**src/rtl/pte_pkg.sv**
```systemverilog
package pte_pkg;
  // Trigger selection held for one pin; the four bits are independent.
  typedef struct packed {
    logic rise;
    logic fall;
    logic high;
    logic low;
  } trig_sel_t;
endpackage

```
**src/rtl/pte_rst_sync.sv**
```systemverilog
module pte_rst_sync #(
  parameter int STAGES = 2
) (
  input  logic clk,
  input  logic arst_n,
  output logic rst_sync_n
);
  logic [STAGES-1:0] sync_q;
  logic [STAGES-1:0] sync_d;

  always_comb begin
    sync_d = {sync_q[STAGES-2:0], 1'b1};
  end

  always_ff @(posedge clk or negedge arst_n) begin
    if (!arst_n) sync_q <= '0;
    else         sync_q <= sync_d;
  end

  assign rst_sync_n = sync_q[STAGES-1];
endmodule

```
**src/rtl/pte_level_snapshot.sv**
```systemverilog
module pte_level_snapshot #(
  parameter int PINS = 8
) (
  input  logic            clk,
  input  logic            rst_n,
  input  logic            capture,
  input  logic [PINS-1:0] level,
  output logic [PINS-1:0] prev_q
);
  logic [PINS-1:0] prev_d;

  always_comb begin
    prev_d = prev_q;
    if (capture) prev_d = level;
  end

  always_ff @(posedge clk or negedge rst_n) begin
    if (!rst_n) prev_q <= '0;
    else        prev_q <= prev_d;
  end

  AST_SNAP_TRACKS_LEVEL: assert property (@(posedge clk) disable iff (!rst_n)
    capture |=> (prev_q == $past(level)));
  AST_SNAP_HOLDS: assert property (@(posedge clk) disable iff (!rst_n)
    !capture |=> $stable(prev_q));
endmodule

```
**src/rtl/pte_trigger_logic.sv**
```systemverilog
module pte_trigger_logic
  import pte_pkg::*;
#(
  parameter int PINS = 8
) (
  input  logic [PINS-1:0]            level,
  input  logic [PINS-1:0]            prev,
  input  trig_sel_t [PINS-1:0]       sel,
  input  logic [PINS-1:0]            status,
  input  logic [PINS-1:0]            enable,
  output logic [PINS-1:0]            pend_raw
);
  for (genvar p = 0; p < PINS; p++) begin : g_pin
    logic moved;
    logic edge_hit;
    logic lvl_hit;
    always_comb begin
      moved    = level[p] ^ prev[p];
      edge_hit = moved & ((sel[p].rise & level[p]) | (sel[p].fall & ~level[p]));
      lvl_hit  = (sel[p].high & level[p]) | (sel[p].low & ~level[p]);
      pend_raw[p] = (edge_hit | lvl_hit) & status[p] & enable[p];
    end
  end
endmodule

```
**src/rtl/pte_pend_reg.sv**
```systemverilog
module pte_pend_reg #(
  parameter int PINS = 8
) (
  input  logic            clk,
  input  logic            rst_n,
  input  logic            eval,
  input  logic [PINS-1:0] pend_raw,
  output logic [PINS-1:0] pend_q,
  output logic            vld_q
);
  logic [PINS-1:0] pend_d;
  logic            vld_d;

  always_comb begin
    pend_d = pend_q;
    if (eval) pend_d = pend_raw;
    vld_d = eval;
  end

  always_ff @(posedge clk or negedge rst_n) begin
    if (!rst_n) begin
      pend_q <= '0;
      vld_q  <= 1'b0;
    end else begin
      pend_q <= pend_d;
      vld_q  <= vld_d;
    end
  end

  AST_VALID_AFTER_EVAL: assert property (@(posedge clk) disable iff (!rst_n)
    eval |=> vld_q);
  AST_VALID_NEEDS_EVAL: assert property (@(posedge clk) disable iff (!rst_n)
    !eval |=> !vld_q);
  AST_PEND_HOLD: assert property (@(posedge clk) disable iff (!rst_n)
    !eval |=> $stable(pend_q));
endmodule

```
**src/rtl/pin_trigger_eval.sv**
```systemverilog
module pin_trigger_eval
  import pte_pkg::*;
#(
  parameter int PINS        = 8,
  parameter int SYNC_STAGES = 2
) (
  input  logic            clk,
  input  logic            rst_n,
  input  logic [PINS-1:0] pin_level,
  input  logic [PINS-1:0] irq_status,
  input  logic [PINS-1:0] irq_enable,
  input  logic [PINS-1:0] trig_rise,
  input  logic [PINS-1:0] trig_fall,
  input  logic [PINS-1:0] trig_high,
  input  logic [PINS-1:0] trig_low,
  input  logic            eval_strobe,
  input  logic            snap_load,
  output logic [PINS-1:0] pend,
  output logic            pend_valid
);
  logic                  rst_i_n;
  logic                  snap_capture;
  logic [PINS-1:0]       prev_lvl;
  logic [PINS-1:0]       pend_raw;
  trig_sel_t [PINS-1:0]  sel;

  for (genvar p = 0; p < PINS; p++) begin : g_sel
    always_comb begin
      sel[p].rise = trig_rise[p];
      sel[p].fall = trig_fall[p];
      sel[p].high = trig_high[p];
      sel[p].low  = trig_low[p];
    end
  end

  assign snap_capture = eval_strobe | snap_load;

  pte_rst_sync #(.STAGES(SYNC_STAGES)) i_rst_sync (
    .clk        (clk),
    .arst_n     (rst_n),
    .rst_sync_n (rst_i_n)
  );

  pte_level_snapshot #(.PINS(PINS)) i_snapshot (
    .clk     (clk),
    .rst_n   (rst_i_n),
    .capture (snap_capture),
    .level   (pin_level),
    .prev_q  (prev_lvl)
  );

  pte_trigger_logic #(.PINS(PINS)) i_trigger (
    .level    (pin_level),
    .prev     (prev_lvl),
    .sel      (sel),
    .status   (irq_status),
    .enable   (irq_enable),
    .pend_raw (pend_raw)
  );

  pte_pend_reg #(.PINS(PINS)) i_pend_reg (
    .clk      (clk),
    .rst_n    (rst_i_n),
    .eval     (eval_strobe),
    .pend_raw (pend_raw),
    .pend_q   (pend),
    .vld_q    (pend_valid)
  );

  AST_NO_TYPE_NO_PEND: assert property (@(posedge clk) disable iff (!rst_i_n)
    eval_strobe |=> ((pend & ~$past(trig_rise | trig_fall | trig_high | trig_low)) == '0));
  AST_MASKED_BY_GATES: assert property (@(posedge clk) disable iff (!rst_i_n)
    eval_strobe |=> ((pend & ~$past(irq_status & irq_enable)) == '0));
  AST_EDGE_NEEDS_MOVE: assert property (@(posedge clk) disable iff (!rst_i_n)
    (eval_strobe && (trig_high == '0) && (trig_low == '0)) |=>
      ((pend & ~($past(pin_level) ^ $past(prev_lvl))) == '0));
endmodule

```
**config.mk**
```make
export PLATFORM = sky130hd
export DESIGN_NAME = pin_trigger_eval
export DESIGN_NICKNAME = d
export VERILOG_FILES = /design/src/rtl/pte_pkg.sv /design/src/rtl/pte_rst_sync.sv /design/src/rtl/pte_level_snapshot.sv /design/src/rtl/pte_trigger_logic.sv /design/src/rtl/pte_pend_reg.sv /design/src/rtl/pin_trigger_eval.sv
export SDC_FILE = /design/constraint.sdc
export NUM_CORES = 1
export LEC_CHECK = 0
export ABC_CLOCK_PERIOD_IN_PS = 1200
export BUFFER_PORTS_ARGS = -buffer_cell sky130_fd_sc_hd__buf_2
export CAP_MARGIN = 10
export CORE_UTILIZATION = 44
export CTS_BUF_LIST = sky130_fd_sc_hd__clkbuf_4
export DETAILED_ROUTE_END_ITERATION = 10
export PLACE_DENSITY = 0.95
export SLEW_MARGIN = 0
export SYNTH_ARGS = -nofsm -noshare
export SYNTH_HDL_FRONTEND = slang
export SYNTH_SLANG_ARGS = --single-unit
```
**constraint.sdc**
```tcl
create_clock -name clk -period 1.2 [get_ports clk]
set_input_delay 0.06 -clock clk [delete_from_list [all_inputs] [get_ports clk]]
set_output_delay 0.06 -clock clk [all_outputs]
set_load 0.01 [all_outputs]
```
Word-level counts from Yosys, hierarchy flattened
Index checks and enable logic that the tools add are counted.
{"block": "classes", "bitwise": 97}
{"operator": "AND 1 bit", "count": 56}
{"operator": "bitwise OR 1 bit", "count": 25}
{"operator": "NOT 1 bit", "count": 8}
{"operator": "bitwise XOR 1 bit", "count": 8}
{"block": "word_totals", "reg_bits": 19, "inputBits": 60, "out_inout_bits": 9, "word_cells": 101}

Logic depth before layout (Yosys ltp)
Gate-level depths: netlist (run 1).
{"block": "logic_depth", "ltp_word": 7, "depth_mapped": 4, "depth_no_buf": 3}

By module
A second synthesis (run 1) with hierarchy kept.
{"block": "unflattened", "cells_unflattened": 79, "hier_area_um2": 1048.5}
{"mod": "pte_pend_reg", "instances": 1, "cells_each": 18, "area_each_um2": 356.6, "seq_area_each_um2": 225.2}
{"mod": "pte_level_snapshot", "instances": 1, "cells_each": 17, "area_each_um2": 331.6, "seq_area_each_um2": 200.2}
{"mod": "pte_trigger_logic", "instances": 1, "cells_each": 40, "area_each_um2": 300.3, "seq_area_each_um2": 0.0}
{"mod": "pte_rst_sync", "instances": 1, "cells_each": 3, "area_each_um2": 53.8, "seq_area_each_um2": 50.0}
{"mod": "pin_trigger_eval", "instances": 1, "cells_each": 1, "area_each_um2": 6.3, "seq_area_each_um2": 0.0}

Worst setup path after synthesis (run 1)
Ideal clock, no wire load.
{"block": "synth_path", "path_type": "reg2reg", "start": "register i_snapshot.prev_q[3]", "end": "register i_pend_reg.pend_q[3]", "setup_time_ns": 0.126, "t_arrival_ns": 0.745, "required_time_ns": 1.074, "slack_ns": 0.329, "stages_incl_launch_ff": 4, "n_path_buf": 0, "synth_period_minus_slack_ns": 0.871, "cell_sequence": "dfrtp_1 > a211o_1 > nand3_1 > o22ai_1"}
{"block": "synth_between", "elab_chain_len": 5}
{"item": "from (decl)", "line": "pte_level_snapshot.sv:8", "source": "output logic [PINS-1:0] prev_q"}
{"item": "from (signal assigned)", "line": "pte_level_snapshot.sv:19", "source": "else prev_q <= prev_d;"}
{"item": "bitwise XOR 1 bit", "line": "pte_trigger_logic.sv:18", "source": "moved = level[p] ^ prev[p];"}
{"item": "AND 1 bit", "line": "pte_trigger_logic.sv:19", "source": "edge_hit = moved & ((sel[p].rise & level[p]) | (sel[p].fall & ~level[p]));"}
{"item": "bitwise OR 1 bit", "line": "pte_trigger_logic.sv:21", "source": "pend_raw[p] = (edge_hit | lvl_hit) & status[p] & enable[p];"}
{"item": "AND 1 bit (2 in series)", "line": "pte_trigger_logic.sv:21"}
{"item": "to (signal assigned)", "line": "pte_pend_reg.sv:25", "source": "pend_q <= pend_d;"}
{"item": "to (decl)", "line": "pte_pend_reg.sv:8", "source": "output logic [PINS-1:0] pend_q,"}
No other way between the ends.
A chain may end at the register's enable or synchronous reset.

Worst setup path after layout (run 1)
{"block": "layout_path", "start": "register i_snapshot.prev_q[1]", "end": "register i_pend_reg.pend_q[1]"}
The elaborated chain is that of the path after synthesis.

==> out/metrics.csv, run 1 <==
metric;value;unit
Power Density;977;nW/um^2
die width;48.2;um
first-pass GRT wire length;3480;um
CTS max path bufs;2;
Reg2Reg Depth;3;
WP data arrival;1160;ps
gr usage total;22.4;%
Die Y;48.2;um
storage element area;475;sq um
Mapped Area;938;sq um
RSZ-0062 raised after global routing;false;
Worst Hold Endpoint;i_pend_reg.pend_q[2];
leading area contributor after synthesis;dfrtp_1;
average wire per standard cell;12.4;um
top cells by area, synth;dfrtp_1, a211o_1, mux2_2;
Worst-Skew Late Latency;300;ps
Routed Antenna Nets;0;
post-synthesis mux area share;9.60;%
Hold Violations, Final;0;
initial antenna violation count;0;
RR Endpoint;i_pend_reg.pend_q[1];
CTS sink cnt;19;
most common cell after layout, fill and taps aside;buf_2;
DR vias;942;
Mean Syn Cell Area;10.8;sq um
Seq cells post-synth;19;
setup TNS;0;ps
# DRC;0;
drt first pass iters;4;
post-DP HPWL;1900;um
simple-gate share of the synthesized area;17.1;%
Clk pin slew, worst setup/hold paths;110;ps
final setup skew;3.90;ps
1st-iter DRT viols;3;
CP max-delay cell;dfrtp_1;
Tcrit/Tclk final;80.6;%
status;completed;
fin. max-slew vios;0;
Post-Synth XOR/XNOR Area;0;%
htree depth;1;
crit-path max FO;3;
remaining global-route overflow;0;
Die Area;2320;sq um
Inserted Clock Buffers;3;
max-capacitance violation count;0;
startpoint of the worst hold path;irq_status[2];
Compound-Gate Fraction of Synth Area;17.1;%
fin area;1350;sq um
CP endpoint kind;register;
P_leak;0.702;nW
post-synth top area share;50.7;%
minimum clock period;967;ps
worst hold path cell count;3;
largest net degree at the start of global routing;18;
dpl ws;239;ps
Core Area;1980;sq um
Initial Util;47.3;%
worst path cell trace;a211o_1 -> nand3_1 -> o22ai_1;
CTS tree;yes;
ANT cells;0;
area of the multi-input gates;414;sq um
Startpoint Class;register;
Yosys Warn Count;0;
Critical Path Max Stage Delay;420;ps
most frequent cells in the layout;buf_2, dfrtp_1;
Peak VDD IR;0.835;mV
share of cells above drive strength 1;50.3;%
Area Growth Syn to Fin;44.3;%
R2R setup slack;230;ps
CTS root buffer;clkbuf_4;
routed wire length;2330;um
IO Port Bufs;68;
CP Data Required Time;1390;ps
adder and majority gate portion of the synthesized area;0;%
Core Rows;16;
I/O pin count;69;
total nets after synthesis;147;
number of vias per cell;5.01;
Setup-failing EPs final;0;
fmax;1030;MHz
largest family of logic cells by synthesized area;compound AO/OA/AOI/OAI gates;
vias in the first global route;864;
cell count after synthesis;87;
fin nets;222;
Resize count post-CTS;0;
WS Path Type;reg2reg;
Seq/Total Area, Yosys;50.7;%
placed instance area;1320;sq um
fillers;173;
RePlAce Congestion;0.701;
HP Class;in2reg;
r2r startpoint;i_snapshot.prev_q[1];
Final WS setup;233;ps
synth unique cells;14;
==> worst max-delay path, delay by kind of cell, from the launching register on <==
| family | cells | cell delay (ps) |
|---|---|---|
| AO/OA/AOI/OAI | 2 | 350 |
| flip-flops | 1 | 420 |
| AND/OR/NAND/NOR | 1 | 80 |
==> cell families (layout without fill, tap and decap cells) <==
| group | Yosys count | in the layout |
|---|---|---|
| simple gates | 25 | 25 |
| compound gates | 24 | 24 |
| flops | 19 | 19 |
| buf+inv | 10 | 84 |
| mux | 8 | 8 |
| other cells | 1 | 1 |
==> cell type report <==
cell class,instances,area share (%)
multi-input cells,58,30.6
clock buffers,3,1.66
repair buffers,72,27.5
well taps,27,2.50
inverters,8,2.22
flip-flops and latches,19,35.1
clock inverters,1,0.370
==> state kept, by name, summed over array words and instances, names as in the netlist <==
signal,cells
i_snapshot.prev_q,8
i_pend_reg.pend_q,8
i_rst_sync.sync_q,2
i_pend_reg.vld_q,1
==> report_power, final <==
| part | internal, mW | switching [mW] | total, mW |
|---|---|---|---|
| sequential | 0.688 | 0.0300 | 0.718 |
| clock | 0.124 | 0.203 | 0.327 |
| combinational | 0.157 | 0.120 | 0.277 |
| total | 0.970 | 0.353 | 1.32 |
==> cell usage after synthesis <==
| cell type | count |
|---|---|
| a211o_1 | 8 |
| buf_6 | 1 |
| conb_1 | 1 |
| nand2b_1 | 8 |
| o21ai_0 | 8 |
| nor2b_1 | 8 |
| mux2_1 | 3 |
| dfrtp_1 | 19 |
| nand3_1 | 8 |
| nor2_8 | 1 |
| o22ai_1 | 8 |
| buf_4 | 1 |
| mux2_2 | 5 |
| inv_1 | 8 |
==> through the flow <==
step | power [mW] | util (%) | cells | hold slack [ps]
5_1_grt | 1.41 | 68.3 | 188 | 4.36
3_3_place_gp | 0.987 | 66.4 | 183 | -152
4_1_cts | 1.33 | 68.3 | 188 | 1.26
3_5_place_dp | 1.01 | 66.4 | 183 | -152
2_1_floorplan | 0.853 | - | 87 | -236
6_report | 1.32 | 68.3 | 188 | 5.72
==> metal layers <==
layer	part of all wire [%]	up-vias	global-route usage, %
met2	57	46	44.0
met1	37	437	23.2
met4	0.94	0	7.22
met3	4.9	4	4.44
li1	-	455	-
met5	0	-	0
==> worst max path at each step <==
stage,start,slack (ps),end,cells past startpoint
after global placement,i_snapshot.prev_q[7],290,i_pend_reg.pend_q[7],3
after CTS,i_snapshot.prev_q[1],240,i_pend_reg.pend_q[1],3
after detailed placement,i_snapshot.prev_q[1],240,i_pend_reg.pend_q[1],3
after floorplan,i_snapshot.prev_q[3],330,i_pend_reg.pend_q[3],3
after global routing,i_snapshot.prev_q[3],190,i_pend_reg.pend_q[3],3
final,i_snapshot.prev_q[1],230,i_pend_reg.pend_q[1],3
==> repair_timing <==
action	4_1_cts	5_1_grt
hold buffers	1	0
hold endpoints to repair	2	0
buffers inserted	0	0
Note: power is estimated with default switching activity, not from simulation.
==> inputs of run 2 (changes only) <==
ABC_CLOCK_PERIOD_IN_PS = 930   (was 1200)
CORE_UTILIZATION = 41   (was 44)
PLACE_DENSITY = 0.92   (was 0.95)
clock period = 0.93 ns   (was 1.2 ns; I/O delays follow)
==> run 2 against run 1 <==
  * The run now ends with hold timing, setup timing left
  * Critical path depth rose by 2
  * Routed wire length rose by 2.1%
  * Worst hold slack got worse by 7.5 ps
==> out/metrics.csv, run 2 (synthesized netlist as in run 1, its figures left out) <==
metric;value;unit;change
Core Area;2060;sq um;+4.0%
Area Growth Syn to Fin;53.2;%;
WS Path Type;in2reg;;
average wire per standard cell;12.2;um;-1.5%
number of vias per cell;5.08;;+1.3%
CP Data Required Time;1100;ps;-290 ps
Final WS setup;-2.05;ps;-235 ps
vias in the first global route;959;;+11%
placed insts;183;;unchanged
RePlAce Congestion;0.621;;-11%
CTS max path bufs;2;;unchanged
Clk pin slew, worst setup/hold paths;110;ps;about the same
CTS root buffer;clkbuf_4;;
minimum clock period;932;ps;
Setup-failing EPs final;2;;+2
I/O pin count;69;;unchanged
RSZ-0062 raised after global routing;true;;
Power Total;1.76;mW;+33%
setup TNS;-3.32;ps;-3.32 ps
ANT cells;0;;unchanged
largest net degree at the start of global routing;18;;unchanged
Reg2Reg Depth;3;;unchanged
Initial Util;45.5;%;-1.8 points
initial antenna violation count;0;;unchanged
Worst-Skew Late Latency;290;ps;about the same
crit-path max FO;3;;unchanged
most frequent cells in the layout;buf_2, dfrtp_1;;
post-DP HPWL;1800;um;-5.2%
P_leak;0.739;nW;+5.4%
Core Rows;16;;unchanged
fin. max-slew vios;0;;unchanged
Inserted Clock Buffers;3;;unchanged
Die Area;2480;sq um;+7.0%
CTS sink cnt;19;;unchanged
first-pass GRT wire length;3830;um;+9.9%
final setup skew;6.84;ps;+2.94 ps
dpl ws;-13.2;ps;-252 ps
crit path to;i_pend_reg.pend_q[3];;
DR vias;990;;+5.1%
Hold Violations, Final;1;;+1
fin nets;229;;+3.2%
Routed Antenna Nets;0;;unchanged
remaining global-route overflow;0;;unchanged
CTS tree;yes;;
gr usage total;20.6;%;-1.8 points
# DRC;0;;unchanged
Final Non-Filler Cells;195;;+3.7%
Die Y;49.8;um;+3.4%
routed wire length;2380;um;+2.1%
1st-iter DRT viols;8;;+5
drt first pass iters;4;;unchanged
share of cells above drive strength 1;51.8;%;+1.5 points
RR Endpoint;i_pend_reg.pend_q[7];;
Tcrit/Tclk final;100;%;
IO Port Bufs;68;;unchanged
Peak VDD IR;0.781;mV;-6.5%
CP startpoint;pin_level[3];;
biggest regs;i_pend_reg.pend_q: 8 flops, i_snapshot.prev_q: 8 flops, i_rst_sync.sync_q: 2 flops;;
fmax;1070;MHz;
HP Class;in2reg;;
most common cell after layout, fill and taps aside;buf_2;;
R2R setup slack;-2;ps;-230 ps
WHS;-1.77;ps;-7.49 ps
failing checks;hold timing, setup timing;;
Startpoint Class;input port;;
max-capacitance violation count;0;;unchanged
htree depth;1;;unchanged
status;finished with violations;;
Power Density;1220;nW/um^2;+25%
die width;49.8;um;+3.4%
CP endpoint kind;register;;
WP data arrival;1110;ps;-50 ps
r2r startpoint;i_snapshot.prev_q[7];;
==> run 2: changes by cell type in the layout (fill, tap and decap cells not counted), moves of 2 or more <==
cell,change
nand3_1,-3
buf_4,+2
nand3_2,+3
dlygate4sd3_1,+4
==> run 2: worst min-delay path by stage <==
| stage | startpoint | depth (start not counted) | end | slack [ps] |
|---|---|---|---|---|
| 2_1_floorplan | rst_n | 0 | i_rst_sync.sync_q[0] | -250 |
| 3_3_place_gp | rst_n | 1 | i_rst_sync.sync_q[0] | -170 |
| 3_5_place_dp | rst_n | 1 | i_rst_sync.sync_q[0] | -170 |
| 4_1_cts | irq_status[7] | 3 | i_pend_reg.pend_q[7] | 1 |
| 5_1_grt | irq_enable[5] | 3 | i_pend_reg.pend_q[5] | 1 |
| 6_report | irq_status[2] | 3 | i_pend_reg.pend_q[2] | -2 |
==> run 2: per-layer routing <==
layer	up-vias	wire, um	global-route usage [%]
met1	461	883	20.7
met4	0	74	9.52
li1	468	-	-
met3	8	150	4.32
met5	-	0	0
met2	53	1270	39.6
==> run 2: critical path, cell delays in order <==
cell and delay (ps):
dlygate4sd3_1 540, buf_2 140, a211o_1 220, nand3_1 80, o22ai_1 70
==> run 2: cell type report <==
class / instances / area, sq um
fill: 165 / 624
sequential: 19 / 475
timing repair buffer: 79 / 439
multi-input combinational: 58 / 429
tap: 27 / 33.8
clock buffer: 4 / 30.0
inverter: 8 / 30.0
==> run 2: through the flow <==
step	instance area (sq um)	utilization [%]	hold WS, ps
2_1_floorplan	938	-	-249
3_3_place_gp	1320	63.8	-167
3_5_place_dp	1320	63.8	-167
4_1_cts	1410	68.2	0.957
5_1_grt	1440	69.7	1.34
6_report	1440	69.7	-1.77
==> run 2: what timing repair did <==
item,CTS,global route
gates resized for setup,1,4
setup buffers,2,1
hold endpoints to repair,5,1
endpoints found under the setup margin,4,8
hold buffers,4,1
gates cloned,0,0
pin swaps,3,3
==> run 2: power by group <==
part	leakage, nW	switching, mW	internal, mW
Combinational	0.486	0.166	0.231
Sequential	0.235	0.0344	0.888
Clock	0.0184	0.241	0.196
Total	0.739	0.442	1.31
==> inputs of run 3 (changes only) <==
PLACE_DENSITY = 0.81   (was 0.92)
==> run 3 against run 2 <==
  * The flow finishes with violations (setup timing)
  * Die area unchanged
  * Non-clock buffer count up 3
  * Count of clock-buffer cells in the layout decreased by 1
  * Cell area up 5.9%
  * Clock power down 6.9%
  * Register-to-register slack about the same
  * Largest power group unchanged
==> out/metrics.csv, run 3 (synthesized netlist as in run 1, its figures left out) <==
metric;value;unit;change
placed insts;183;;unchanged
WP buf/inv;0;;-2
failing checks;setup timing;;
placed instance area;1320;sq um;unchanged
Die Y;49.8;um;unchanged
Startpoint Class;register;;
R2R setup slack;-10;ps;about the same
power share of the combinational group;25.1;%;+2.5 points
WHS;4.59;ps;+6.36 ps
setup TNS;-11.0;ps;-7.65 ps
post-DP HPWL;1780;um;-0.87%
startpoint of the worst hold path;irq_enable[2];;
Die Area;2480;sq um;unchanged
Inserted Clock Buffers;3;;unchanged
CP max-delay cell;dfrtp_1;;
1st-iter DRT viols;13;;+5
Reg2Reg Depth;3;;unchanged
Core Area;2060;sq um;unchanged
minimum clock period;940;ps;+7.58 ps
worst path cell trace;a211o_1 -> nand3_2 -> o22ai_2;;
Setup-failing EPs final;2;;unchanged
biggest regs;i_pend_reg.pend_q: 8 flops, i_snapshot.prev_q: 8 flops, i_rst_sync.sync_q: 2 flops;;
fillers;151;;-8.5%
number of vias per cell;4.99;;-1.6%
share of power burned in registers;52.0;%;-0.5 points
status;finished with violations;;
P_leak;0.782;nW;+5.8%
htree depth;1;;unchanged
Worst-Skew Late Latency;290;ps;about the same
die width;49.8;um;unchanged
Final Non-Filler Cells;198;;+1.5%
first-pass GRT wire length;3890;um;+1.6%
routed wire length;2370;um;-0.38%
# DRC;0;;unchanged
final core utilization;73.8;%;+4.1 points
RR Endpoint;i_pend_reg.pend_q[2];;
Power Total;1.78;mW;+1.4%
RePlAce Congestion;0.692;;+11%
storage element area;475;sq um;unchanged
Hold Violations, Final;0;;-1
Core Rows;16;;unchanged
Area Growth Syn to Fin;62.3;%;
P_sw;0.468;mW;+6.0%
average wire per standard cell;12.0;um;-1.9%
crit-path max FO;2;;-1
remaining global-route overflow;0;;unchanged
gr usage total;20.6;%;-0.027 points
Power Density;1170;nW/um^2;-4.3%
share of cells above drive strength 1;58.5;%;+6.7 points
Internal;1.31;mW;-0.17%
fin area;1520;sq um;+5.9%
max-capacitance violation count;0;;unchanged
RSZ-0062 raised after global routing;true;;
dpl ws;-5.73;ps;+7.48 ps
CTS root buffer;clkbuf_4;;
Worst Hold Endpoint;i_pend_reg.pend_q[2];;
CTS tree;yes;;
Final WS setup;-9.64;ps;-7.58 ps
Clk pin slew, worst setup/hold paths;100;ps;about the same
vias in the first global route;999;;+4.2%
IO Port Bufs;68;;unchanged
ANT cells;0;;unchanged
WS Path Type;reg2reg;;
initial antenna violation count;0;;unchanged
Routed Antenna Nets;0;;unchanged
largest net degree at the start of global routing;18;;unchanged
cell family with most CP delay;flip-flops;;
fmax;1060;MHz;-0.81%
worst hold path cell count;3;;unchanged
fin nets;232;;+1.3%
CTS max path bufs;2;;unchanged
Sw Ratio;26.3;%;+1.1 points
Clock power frac;22.8;%;-2.1 points
most frequent cells in the layout;buf_2, dfrtp_1, inv_1, a211o_1, nand2b_1;;
Initial Util;45.5;%;unchanged
CTS sink cnt;19;;unchanged
Tcrit/Tclk final;101;%;+0.82 points
r2r startpoint;i_snapshot.prev_q[2];;
Peak VDD IR;0.769;mV;-1.6%
WP data arrival;1120;ps;about the same
CP endpoint kind;register;;
drt first pass iters;4;;unchanged
most common cell after layout, fill and taps aside;buf_2;;
I/O pin count;69;;unchanged
HP Class;in2reg;;
CP Data Required Time;1110;ps;about the same
Critical Path Max Stage Delay;400;ps;-140 ps
fin. max-slew vios;0;;unchanged
DR vias;989;;-0.10%
final setup skew;6.43;ps;-0.410 ps
area of the multi-input gates;488;sq um;+14%
[run 3: area by class of cell]
type,instances,share of cell area (%)
clock buffer,3,1.48
clock inverter,1,0.329
inverter,8,1.97
multi-input combinational,58,32.0
sequential,19,31.2
tap,27,2.22
timing repair buffer,82,30.7
[run 3: worst reg2reg max path: cells and delay by family, from the launching register on]
kind	cells	cell delay, ps
compound gates	2	360
simple gates	1	70
flops	1	400
[run 3: power groups by stage]
stage,clock [mW],combinational [mW],sequential [mW]
after CTS,0.427,0.397,0.924
after global routing,0.453,0.492,0.936
after detailed placement,0,0.350,0.945
final,0.407,0.447,0.927
after global placement,0,0.338,0.940
after floorplan,0,0.141,0.959
[run 3: worst max path at each step]
stage	startpoint	to	slack (ps)	depth (start not counted)
after floorplan	i_snapshot.prev_q[3]	i_pend_reg.pend_q[3]	60	3
final	i_snapshot.prev_q[2]	i_pend_reg.pend_q[2]	-10	3
after global routing	i_snapshot.prev_q[0]	i_pend_reg.pend_q[0]	-50	3
after global placement	i_snapshot.prev_q[5]	i_pend_reg.pend_q[5]	20	3
after CTS	i_snapshot.prev_q[4]	i_pend_reg.pend_q[4]	0.9	3
after detailed placement	i_snapshot.prev_q[7]	i_pend_reg.pend_q[7]	-6	3
[run 3: metal layers]
metal	vias to the layer above	wire (um)	global-route usage [%]
met2	42	1310	41.2
met1	466	938	21.6
met3	2	112	3.09
li1	479	-	-
met4	0	9	5.71
met5	-	0	0
[run 3: repair_timing]
action,CTS,global route
gates resized for setup,0,21
hold endpoints to repair,6,1
pin swaps,5,11
endpoints found under the setup margin,6,10
buffers inserted,5,0
hold buffers,5,1
